===== config.mk =====
export PLATFORM = sky130hd
export DESIGN_NAME = fpx_status_recorder
export DESIGN_NICKNAME = d
export VERILOG_FILES = /design/src/rtl/fpx_pkg.sv /design/src/rtl/fpx_trap_eval.sv /design/src/rtl/fpx_status_merge.sv /design/src/rtl/fpx_status_recorder.sv
export SDC_FILE = /design/constraint.sdc
export NUM_CORES = 1
export LEC_CHECK = 0
export ABC_AREA = 1
export BUFFER_PORTS_ARGS = -buffer_cell sky130_fd_sc_hd__buf_2
export CORE_MARGIN = 2
export CORE_UTILIZATION = 46
export CTS_CLUSTER_DIAMETER = 60
export DETAILED_ROUTE_END_ITERATION = 7
export PLACE_DENSITY = 0.87
export RECOVER_POWER = 100
export SLEW_MARGIN = 20
export SYNTH_ARGS = -nofsm -noshare
export SYNTH_HDL_FRONTEND = slang
export SYNTH_SLANG_ARGS = --single-unit
export TNS_END_PERCENT = 1

===== constraint.sdc =====
create_clock -name clk -period 2.13 [get_ports clk]
set_clock_uncertainty 0.2 [all_clocks]
set_input_delay 0.1065 -clock clk [delete_from_list [all_inputs] [get_ports clk]]
set_output_delay 0.1065 -clock clk [all_outputs]
set_load 0.05 [all_outputs]

===== src/rtl/fpx_pkg.sv =====
package fpx_pkg;
  localparam int FLAG_W  = 5;
  // flag bit order; higher index wins when narrowing
  localparam int FLG_NV  = 4;
  localparam int FLG_OF  = 3;
  localparam int FLG_UF  = 2;
  localparam int FLG_DZ  = 1;
  localparam int FLG_NX  = 0;
  // status word layout
  localparam int CUR_LO  = 0;
  localparam int ACC_LO  = 5;
  localparam int TT_LO   = 14;
  localparam int TT_W    = 3;
  localparam int TEN_LO  = 23;
  localparam logic [TT_W-1:0] TT_IEEE = 3'd1;

  typedef logic [FLAG_W-1:0] flags_t;

  // keep only the highest-indexed set bit
  function automatic flags_t pick_cause(flags_t m);
    flags_t r;
    r = '0;
    for (int i = 0; i < FLAG_W; i++) begin
      if (m[i]) begin
        r = '0;
        r[i] = 1'b1;
      end
    end
    return r;
  endfunction
endpackage


===== src/rtl/fpx_trap_eval.sv =====
module fpx_trap_eval
  import fpx_pkg::*;
(
  input  flags_t flags,
  input  flags_t enables,
  output logic   trap,
  output flags_t cause
);
  flags_t masked;

  always_comb begin
    masked = flags & enables;
    trap   = |masked;
    cause  = trap ? pick_cause(masked) : flags;
  end
endmodule


===== src/rtl/fpx_status_merge.sv =====
module fpx_status_merge
  import fpx_pkg::*;
#(
  parameter int STAT_W = 32
) (
  input  logic [STAT_W-1:0] stat_in,
  input  logic              trap,
  input  flags_t            cause,
  output logic [STAT_W-1:0] stat_next
);
  always_comb begin
    stat_next = stat_in;
    stat_next[CUR_LO +: FLAG_W] = cause;
    if (trap) begin
      stat_next[TT_LO +: TT_W] = TT_IEEE;
    end else begin
      stat_next[ACC_LO +: FLAG_W] = stat_in[ACC_LO +: FLAG_W] | cause;
    end
  end
endmodule


===== src/rtl/fpx_status_recorder.sv =====
module fpx_status_recorder
  import fpx_pkg::*;
#(
  parameter int STAT_W = 32
) (
  input  logic              clk,
  input  logic              rst,
  input  logic              op_valid,
  input  logic [4:0]        op_flags,
  input  logic [STAT_W-1:0] stat_in,
  output logic [STAT_W-1:0] stat_q,
  output logic              trap_req,
  output logic              pc_adv
);
  // named internal events
  logic              trap_now;
  flags_t            cause_now;
  logic [STAT_W-1:0] stat_nx;

  fpx_trap_eval u_eval (
    .flags   (op_flags),
    .enables (stat_in[TEN_LO +: FLAG_W]),
    .trap    (trap_now),
    .cause   (cause_now)
  );

  fpx_status_merge #(.STAT_W(STAT_W)) u_merge (
    .stat_in   (stat_in),
    .trap      (trap_now),
    .cause     (cause_now),
    .stat_next (stat_nx)
  );

  always_ff @(posedge clk) begin
    if (rst) begin
      stat_q   <= '0;
      trap_req <= 1'b0;
      pc_adv   <= 1'b0;
    end else begin
      trap_req <= op_valid & trap_now;
      pc_adv   <= op_valid & ~trap_now;
      if (op_valid) stat_q <= stat_nx;
    end
  end
endmodule


-- Yosys cells after proc, flatten, opt, wreduce, memory -nomap -nowiden
Cells that the tools add are included.
- multiplexer cells: 8
- bitwise logic cells: 5
- reductions and logical operators: 1
- operators by type and width (operator ; count):
    two-way mux 5 bit ; 3
    two-way mux 3 bit ; 2
    AND 5 bit ; 1
    OR 5 bit ; 1
    OR reduction 5 bit ; 1
    two-way mux 4 bit ; 1
    AND 1 bit ; 2
    two-way mux 2 bit ; 1
    two-way mux 1 bit ; 1
    inverter 1 bit ; 1
- flip-flop bits (word level): 34
- bits of input ports: 40
- output and inout bits: 34
- logic and storage cells: 17

-- Depth between registers and ports, before layout
Gate-level depths: netlist of run 1.
- depth in word-level cells: 9
- mapped depth: 9
- mapped depth without buffers: 9

-- Modules after synthesis
From an unflattened synthesis of run 1, not the netlist that was laid out.
- cells, all modules: 278
- area, all modules: 1734.2 um^2
- modules (own cells, without submodules) (module ; times used ; cells each ; area an instance (um^2) ; sequential area each (um^2)):
    fpx_status_recorder ; 1 ; 209 ; 1366.3 ; 680.7
    fpx_status_merge ; 1 ; 45 ; 261.5 ; 0.0
    fpx_trap_eval ; 1 ; 24 ; 106.4 ; 0.0

-- Worst setup path after synthesis of run 1
OpenSTA, ideal clock, no wires.
- path type: register to register
- start point: register stat_q[7] (netlist name)
- end point: register stat_q[7]
- library setup time: 58 ps
- arrival: 886 ps
- data required time: 1872 ps
- slack: 986 ps
- cell stages (with the launch flop): 5
- buffers on the path: 0
- clock period less this slack: 1144 ps
- cell sequence: dfxtp_1 nor2_1 nor2_1 o21ai_0 nand2_1
- RTL lines (item ; line ; source):
    end signal: assignment ; fpx_status_recorder.sv:42 ; if (op_valid) stat_q <= stat_nx;
    end: declaration ; fpx_status_recorder.sv:11 ; output logic [STAT_W-1:0] stat_q,

==> results.yml, run 1 <==
cts:
  cts_root_buf: "clkbuf_4"
  cts_tree: "done"
  clock_path_buffers: 2
  cts.sinks: 34
  cts_max_level: 2
  cts_setup_buffers: 0
  insertion_delay_ns: 0.34
  clk_pin_slew_ns: 0.10
  cts_buffers: 5
floorplanning:
  die_w_um: 56.75
  initial_utilization_pct: 47.23
  core_area_um2: 2710
  rows: 19
  die-height_um: 56.75
  io_pins: 74
  design.die.area_um2: 3221
timing:
  setup_slack_ns: 0.1179
  drv_slew: 0
  tightest_slew_ns: 0.6151
  setup_tns_ns: 0
  fmax_ghz: 0.4970
  period_share_pct: 94.46
  setup_viol: 0
  slew_headroom_pct: 59.17
  min_period_ns: 2.012
  hold_viol: 0
  rsz0062_at_grt: "false"
power:
  p_per_area_nw_per_um2: 706.6
  ir_drop_uv: 657.8
  total_power_uw: 1453
  leakage_uw: 0.0009468
synth:
  synth-seq-cells: 34
  yosys.cell_types.count: 18
  synth_top_area_share_pct: 53.18
  syn_area_per_cell_um2: 7.574
  synthTopCellsByArea: "dfxtp_1, nor2_1, o21ai_0"
  yosys.area.top_type: "dfxtp_1"
  syn-cell-area_um2: 1280
  synth.net_count: 209
  yosysWarnings: 0
  netlist_instances: 169
  ys_seq_area_share_pct: 53.18
detailed_routing:
  firstDrtPassIters: 4
  routed_wl_mm: 3.836
  drc_errors: 0
  drt_iter0_drc: 62
  vias: 1520
  routed_via_density: 4.903
  wire_per_inst_um: 12.37
  ant_nets: 0
critical_path:
  cp_slowest_cell: "dlygate4sd3_1"
  cp_num_buf_inv: 4
  cp-end-kind: "flop"
  max_stage_delay_ns: 0.55
  path_cells: "dlygate4sd3_1 > buf_2 > clkinv_2 > nand2_1 > nor2_2 > nand2_1 > nand2_1 > dlygate4sd3_1"
  critPathMaxFanout: 28
  crit_top_cell: "nand2_1"
  cp-start-kind: "input pin"
  required_ns: 2.17
  crit_type: "in -> reg"
  cpLargestDelayFamily: "buffers and inverters"
  critPathArrivalTime_ns: 2.05
cells_and_area:
  drive_above_1_share_pct: 17.56
  fin_nets: 318
  diodes: 0
  nFillCells: 227
  syn_to_final_growth_pct: 60.70
  post-route-util_pct: 75.90
placement:
  dp_hpwl_mm: 2.104
  io_buffers: 68
  globalplace.congestion: 0.8408
  pre_cts_slack_ns: 0.7844
global_routing:
  grt_pass1_wl_mm: 6.465
  grt-ovfl-total: 0
  grt_pass1_vias: 1485
  grt.total_usage_pct: 26.04
  gr-usage-met2_pct: 45.35
  antenna_found_initial: 0
  grt_util_met3_pct: 9.217
  grt_max_degree: 32
  busiest_layer: "met2"
  grt_use_met1_pct: 28.90
hold_path:
  hp-class: "in -> reg"
run:
  maxCapViolCount: 0
run_status:
  status: "complete, no violations"
==> cells by family (layout without fill, tap and decap cells) <==
group / count (synthesis) / count (layout) / synth area share, %
AOI/OAI and AO/OA: 37 / 37 / 14.76
buffers and inverters: 15 / 125 / 4.985
DFF: 34 / 34 / 53.18
and+or+nand+nor: 83 / 83 / 27.08
==> through the flow <==
step,instances,area (um2),hold WS (ns)
6_report,310,2057,0.02758
5_1_grt,310,2057,0.02009
4_1_cts,311,2112,0.002025
3_5_place_dp,261,1632,0.1011
3_3_place_gp,261,1632,0.09510
2_1_floorplan,169,1280,-0.02443
==> sequential cells by signal, summed over array words and instances (netlist names) <==
| register | flops |
|---|---|
| stat_q | 32 |
| pc_adv | 1 |
| trap_req | 1 |
==> worst register-to-register path: cells and delay by family (launching register included) <==
kind,cells,cell delay (ns)
AO/OA/AOI/OAI,1,0.09
buffers and inverters,2,0.63
flip-flops,1,0.35
AND/OR/NAND/NOR,2,0.14
==> repair_timing <==
action | 4_1_cts | 5_1_grt
hold endpoints to repair | 33 | 0
endpoints found under the setup margin | 0 | 1
hold buffers | 42 | 0
gates resized for setup | 0 | 1
==> metal layers <==
layer	part of all wire (%)	up-vias	routed length (um)
met5	0	-	0
met4	2.8	0	108
met3	6.6	14	252
met2	49	49	1869
met1	42	692	1606
li1	-	765	-
==> path summary, 6_finish.rpt <==
check / from / to / slack, ns / cells past startpoint
min reg2reg: stat_q[16] / stat_q[16] / 0.28 / 2
max reg2reg: stat_q[14] / stat_q[14] / 0.67 / 5
min: op_valid / stat_q[29] / 0.03 / 3
max: rst / stat_q[7] / 0.12 / 8
==> power by group <==
part	total (uW)	internal (uW)	switching (uW)
registers	698	677	20.1
clock network	374	160	214
logic	382	124	258
==> placed cells by master, fill, tap and decap left out <==
cell type,instances
buf_4,1
inv_1,4
buf_2,33
clkinv_2,2
nand2_2,2
nand2_4,1
nand3_1,6
clkbuf_1,36
nor2_4,1
o31ai_1,1
nand2_1,23
nand4_1,1
inv_2,1
inv_4,1
clkbuf_4,5
a21oi_1,9
dfxtp_1,34
dlygate4sd3_1,41
clkbuf_8,1
nor2_2,1
a31oi_1,1
nor2_1,48
o21ai_0,26
==> area by class of cell <==
| class | count | area [um2] | share of cell area, % |
|---|---|---|---|
| repair buffers | 110 | 714.4 | 34.73 |
| flip-flops and latches | 34 | 680.7 | 33.09 |
| multi-input cells | 120 | 533.0 | 25.91 |
| clock buffers | 7 | 55.05 | 2.676 |
| well taps | 31 | 38.79 | 1.886 |
| inverters | 7 | 30.03 | 1.460 |
| clock inverters | 1 | 5.005 | 0.2433 |
==> synthesized netlist by cell type <==
library cell  count
nand4_1           1
a21oi_1           9
inv_1             4
o21ai_0          26
nand2_4           1
nor2_4            1
nand3_1           6
o31ai_1           1
inv_2             2
a31oi_1           1
buf_2             4
inv_4             1
nand2_1          22
nor2_1           48
nor2_2            1
nand2_2           3
clkbuf_1          4
dfxtp_1          34
Note: power is estimated with default switching activity, not from simulation.
==> inputs of run 2 (changes only) <==
Settings changed: CAP_MARGIN set to 20, CORE_MARGIN 2 to 3.
==> run 2 against run 1 <==
Net effect:
- fmax up 0.66%
- register-to-register slack got worse by 0.04 ns
- critical endpoint is now stat_q[8]
- sequential share of layout area up 0.66 points
- clock power down 13%
==> results.yml, run 2 (synthesis results as in run 1) <==
critical_path:
  required_ns: 2.20
  cp_num_cells: 10
  max_stage_delay_ns: 0.59
  rr_startpoint: "stat_q[7]"
  reg2reg_to: "stat_q[7]"
  cp-start-kind: "input pin"
  cp-end-kind: "flop"
  cp_num_buf_inv: 4
  cpLargestDelayFamily: "buffers and inverters"
  path_cells: "dlygate4sd3_1 > clkbuf_1 > nand2_1 > nand2_2 > nor2_4 > nand2_4 > inv_4 > nand2_1 > a21oi_1 > dlygate4sd3_1"
  cp_slowest_cell: "dlygate4sd3_1"
  critPathArrivalTime_ns: 2.07
  startpoint: "op_flags[3]"
  r2r_cells: 5
  critPathCapture: "stat_q[8]"
  r2r_slack_ns: 0.63
  crit_type: "in -> reg"
  critPathMaxFanout: 5
timing:
  tightest_slew_ns: 0.9242
  setup_tns_ns: 0
  rsz0062_at_grt: "false"
  setup_viol: 0
  slew_headroom_pct: 38.32
  fmax_ghz: 0.5003
  setup_slack_ns: 0.1310
  period_share_pct: 93.85
  drv_slew: 0
  min_period_ns: 1.999
  hold_viol: 0
detailed_routing:
  firstDrtPassIters: 4
  drc_errors: 0
  vias: 1534
  routed_wl_mm: 4.080
  routed_via_density: 5.030
  wire_per_inst_um: 13.38
  ant_nets: 0
  drt_iter0_drc: 96
cells_and_area:
  instances_no_fill: 305
  largest_reg_flops: 32
  drive_above_1_share_pct: 17.82
  top_regs: "stat_q: 32 flops, pc_adv: 1 flops, trap_req: 1 flops"
  fin_nets: 315
  mostFrequentLayoutCell: "nor2_1"
  top_register: "stat_q"
  final_cell_mix: "nor2_1, dlygate4sd3_1, clkbuf_1, dfxtp_1, buf_2"
  syn_to_final_growth_pct: 57.58
  post-route-util_pct: 78.56
  diodes: 0
  fin_area_um2: 2017
power:
  ir_drop_uv: 671.9
  p_per_area_nw_per_um2: 697.0
  leakage_uw: 0.0009334
cts:
  clk_pin_slew_ns: 0.10
  cts_max_level: 2
  cts_setup_buffers: 0
  clock_path_buffers: 2
  cts_tree: "done"
  cts.sinks: 34
  cts_root_buf: "clkbuf_4"
  cts_buffers: 5
  insertion_delay_ns: 0.33
global_routing:
  antenna_found_initial: 0
  grt_max_degree: 32
  grt.total_usage_pct: 24.63
  grt-ovfl-total: 0
  grt_pass1_vias: 1458
  grt_pass1_wl_mm: 6.444
run_status:
  status: "complete, no violations"
floorplanning:
  io_pins: 74
  die_w_um: 58.75
  initial_utilization_pct: 49.85
  design.die.area_um2: 3452
  die-height_um: 58.75
  rows: 18
  core_area_um2: 2567
placement:
  placed_area_um2: 1630
  globalplace.congestion: 0.7717
  pre_cts_slack_ns: 0.7128
  io_buffers: 68
  post-place-cells: 260
  dp_hpwl_mm: 2.150
hold_path:
  holdCritStartpoint: "op_valid"
  hp-class: "in -> reg"
run:
  maxCapViolCount: 0
## run 2: area by class of cell
cell class / count / area (um2)
well taps: 30 / 37.54
flip-flops and latches: 34 / 680.7
fillers: 202 / 550.5
multi-input cells: 120 / 535.5
repair buffers: 107 / 684.4
clock buffers: 5 / 37.54
inverters: 7 / 31.28
clock inverters: 2 / 10.01
## run 2: layer usage
metal	part of all wire, %	track usage [%]	up-vias
met5	0	0	-
met2	50	43.38	79
met4	2.5	10.68	0
met3	7.4	5.921	20
met1	40	28.01	677
li1	-	-	758
## run 2: worst min path at each step
stage | to | slack (ns) | depth (start not counted)
finish | stat_q[2] | 0.04 | 4
global route | stat_q[2] | 0.07 | 4
CTS | stat_q[2] | 0.03 | 4
detailed placement | stat_q[16] | 0.10 | 3
global placement | stat_q[15] | 0.1 | 3
floorplan | stat_q[27] | -0.02 | 1
## run 2: timing repair
action | CTS | global route
setup endpoints to repair | 0 | 2
resized for setup | 0 | 2
hold buffers | 38 | 0
endpoints found under the hold margin | 32 | 0
## run 2: power breakdown
part / total (uW) / leakage, uW / internal [uW] / switching (uW)
clock: 326 / 0.0000308 / 119 / 208
combinational: 382 / 0.000621 / 120 / 262
sequential: 697 / 0.000282 / 677 / 20.0
total: 1410 / 0.000933 / 916 / 490
## run 2: stage by stage
step | hold slack (ns) | power (uW)
after detailed placement | 0.1039 | 1037
after CTS | 0.03457 | 1412
final | 0.03934 | 1406
after global routing | 0.06915 | 1470
after global placement | 0.09888 | 1032
after floorplan | -0.02443 | 943.3
## run 2: worst register-to-register path, stage by stage (launching register included)
cell and delay, ns:
dfxtp_1 0.34, nor2_1 0.08, nor2_1 0.04, o21ai_0 0.08, nand2_1 0.09, dlygate4sd3_1 0.56
==> inputs of run 3 (changes only) <==
Settings changed: CAP_MARGIN 20 to 0, PLACE_DENSITY 0.87 to 0.83.
==> run 3 against run 2 <==
Net effect:
- clock power grew 14%
- sequential power is essentially flat
- register-to-register slack lost 0.50 ns
- combinational power grew 1%
- sequential cell count did not move
- hold slack worse by 0.0077 ns
- global-route usage grew 1.0 points
- critical endpoint is now stat_q[7]
- largest power group unchanged
==> results.yml, run 3 (synthesis results as in run 1) <==
floorplanning:
  die_w_um: 58.75
  die-height_um: 58.75
  design.die.area_um2: 3452
  initial_utilization_pct: 49.85
  rows: 18
  io_pins: 74
  core_area_um2: 2567
critical_path:
  startpoint: "rst"
  cp-start-kind: "input pin"
  reg2reg_to: "stat_q[7]"
  r2r_slack_ns: 0.13
  rr_startpoint: "stat_q[7]"
  cp-end-kind: "flop"
  crit_type: "in -> reg"
  required_ns: 2.21
  r2r_cells: 6
  critPathArrivalTime_ns: 2.16
  critPathMaxFanout: 6
hold_path:
  min_path_cells: 4
  holdCritStartpoint: "op_valid"
  hp-class: "in -> reg"
  min_to: "stat_q[2]"
cells_and_area:
  mostFrequentLayoutCell: "nor2_1"
  multiInputGateArea_um2: 533.0
  nFillCells: 189
  fin_nets: 317
  post-route-util_pct: 79.87
  regArea_um2: 680.7
  diodes: 0
  fin_area_um2: 2051
  instances_no_fill: 308
  final_cell_mix: "nor2_1, dlygate4sd3_1, clkbuf_1, dfxtp_1, buf_2"
  largest_reg_flops: 32
  syn_to_final_growth_pct: 60.22
  drive_above_1_share_pct: 17.27
  top_register: "stat_q"
  top_regs: "stat_q: 32 flops, pc_adv: 1 flops, trap_req: 1 flops"
detailed_routing:
  routed_wl_mm: 4.178
  firstDrtPassIters: 4
  drt_iter0_drc: 48
  drc_errors: 0
  vias: 1544
  routed_via_density: 5.013
  wire_per_inst_um: 13.56
  ant_nets: 0
timing:
  rsz0062_at_grt: "false"
  slew_headroom_pct: 57.80
  tightest_slew_ns: 0.6357
  period_share_pct: 97.58
  hold_viol: 0
  setup_viol: 0
  fmax_ghz: 0.4811
  setup_tns_ns: 0
  drv_slew: 0
  min_period_ns: 2.078
cts:
  cts_root_buf: "clkbuf_4"
  insertion_delay_ns: 0.32
  clk_pin_slew_ns: 0.10
  clock_path_buffers: 2
  cts_setup_buffers: 0
  cts_tree: "done"
  cts_max_level: 2
  cts.sinks: 34
  cts_buffers: 5
global_routing:
  grt.total_usage_pct: 25.63
  antenna_found_initial: 0
  grt_pass1_vias: 1550
  grt-ovfl-total: 0
  grt_pass1_wl_mm: 6.699
  grt_max_degree: 32
power:
  p_per_area_nw_per_um2: 709.6
  ir_drop_uv: 571.2
  leakage_uw: 0.0009397
placement:
  globalplace.congestion: 0.7860
  io_buffers: 68
  post-place-cells: 260
  dp_hpwl_mm: 2.262
  placed_area_um2: 1630
run_status:
  status: "complete, no violations"
run:
  maxCapViolCount: 0
run 3: cell count changes in the layout (fill, tap and decap cells not counted), sizes merged:
cell / before / now
buf: 34 / 33
clkbuf: 40 / 43
clkinv: 2 / 1
dlygate4sd3: 38 / 40
run 3: final cells by class:
cell class	instances	area share, %
repair buffers	109	34.41
flip-flops and latches	34	33.19
multi-input cells	120	25.99
clock buffers	7	2.685
well taps	30	1.830
inverters	7	1.647
clock inverters	1	0.2441
run 3: layer usage:
layer,track usage (%),up-vias,routed length (um)
li1,-,760,-
met1,28.44,682,1655
met2,43.85,83,2075
met3,8.114,19,306
met4,12.62,0,140
met5,0,-,0
run 3: worst max-delay path by stage:
stage / end / slack (ns)
3_5_place_dp: stat_q[14] / 0.76
3_3_place_gp: stat_q[14] / 0.79
6_report: stat_q[7] / 0.05
2_1_floorplan: stat_q[7] / 0.99
4_1_cts: stat_q[7] / 0.06
5_1_grt: stat_q[7] / 0.008
run 3: repair_timing:
action                                  in CTS  in global routing
hold buffers                                40                  0
gates resized for setup                      0                  7
hold endpoints to repair                    32                  0
endpoints found under the setup margin       0                  1
run 3: critical path: stages:
cell,delay [ns]
dlygate4sd3_1,0.55
buf_4,0.17
nor2_2,0.10
o21ai_0,0.07
dlygate4sd3_1,0.56
nand2_1,0.06
dlygate4sd3_1,0.54
run 3: power by group:
| group | internal [uW] | total, uW | leakage (uW) | switching, uW |
|---|---|---|---|---|
| Combinational | 123 | 387 | 0.000623 | 263 |
| Sequential | 677 | 698 | 0.000282 | 20.6 |
| Clock | 160 | 371 | 0.0000353 | 211 |
| Total | 961 | 1460 | 0.000940 | 494 |
run 3: stage by stage:
stage                     setup WS, ns  hold slack [ns]  power (uW)
final                          0.05158          0.03163        1455
after global routing          0.007664          0.05093        1523
after CTS                      0.06239          0.01454        1459
after detailed placement        0.7592           0.1054        1038
after global placement          0.7897          0.09978        1033
after floorplan                 0.9858         -0.02443       943.3
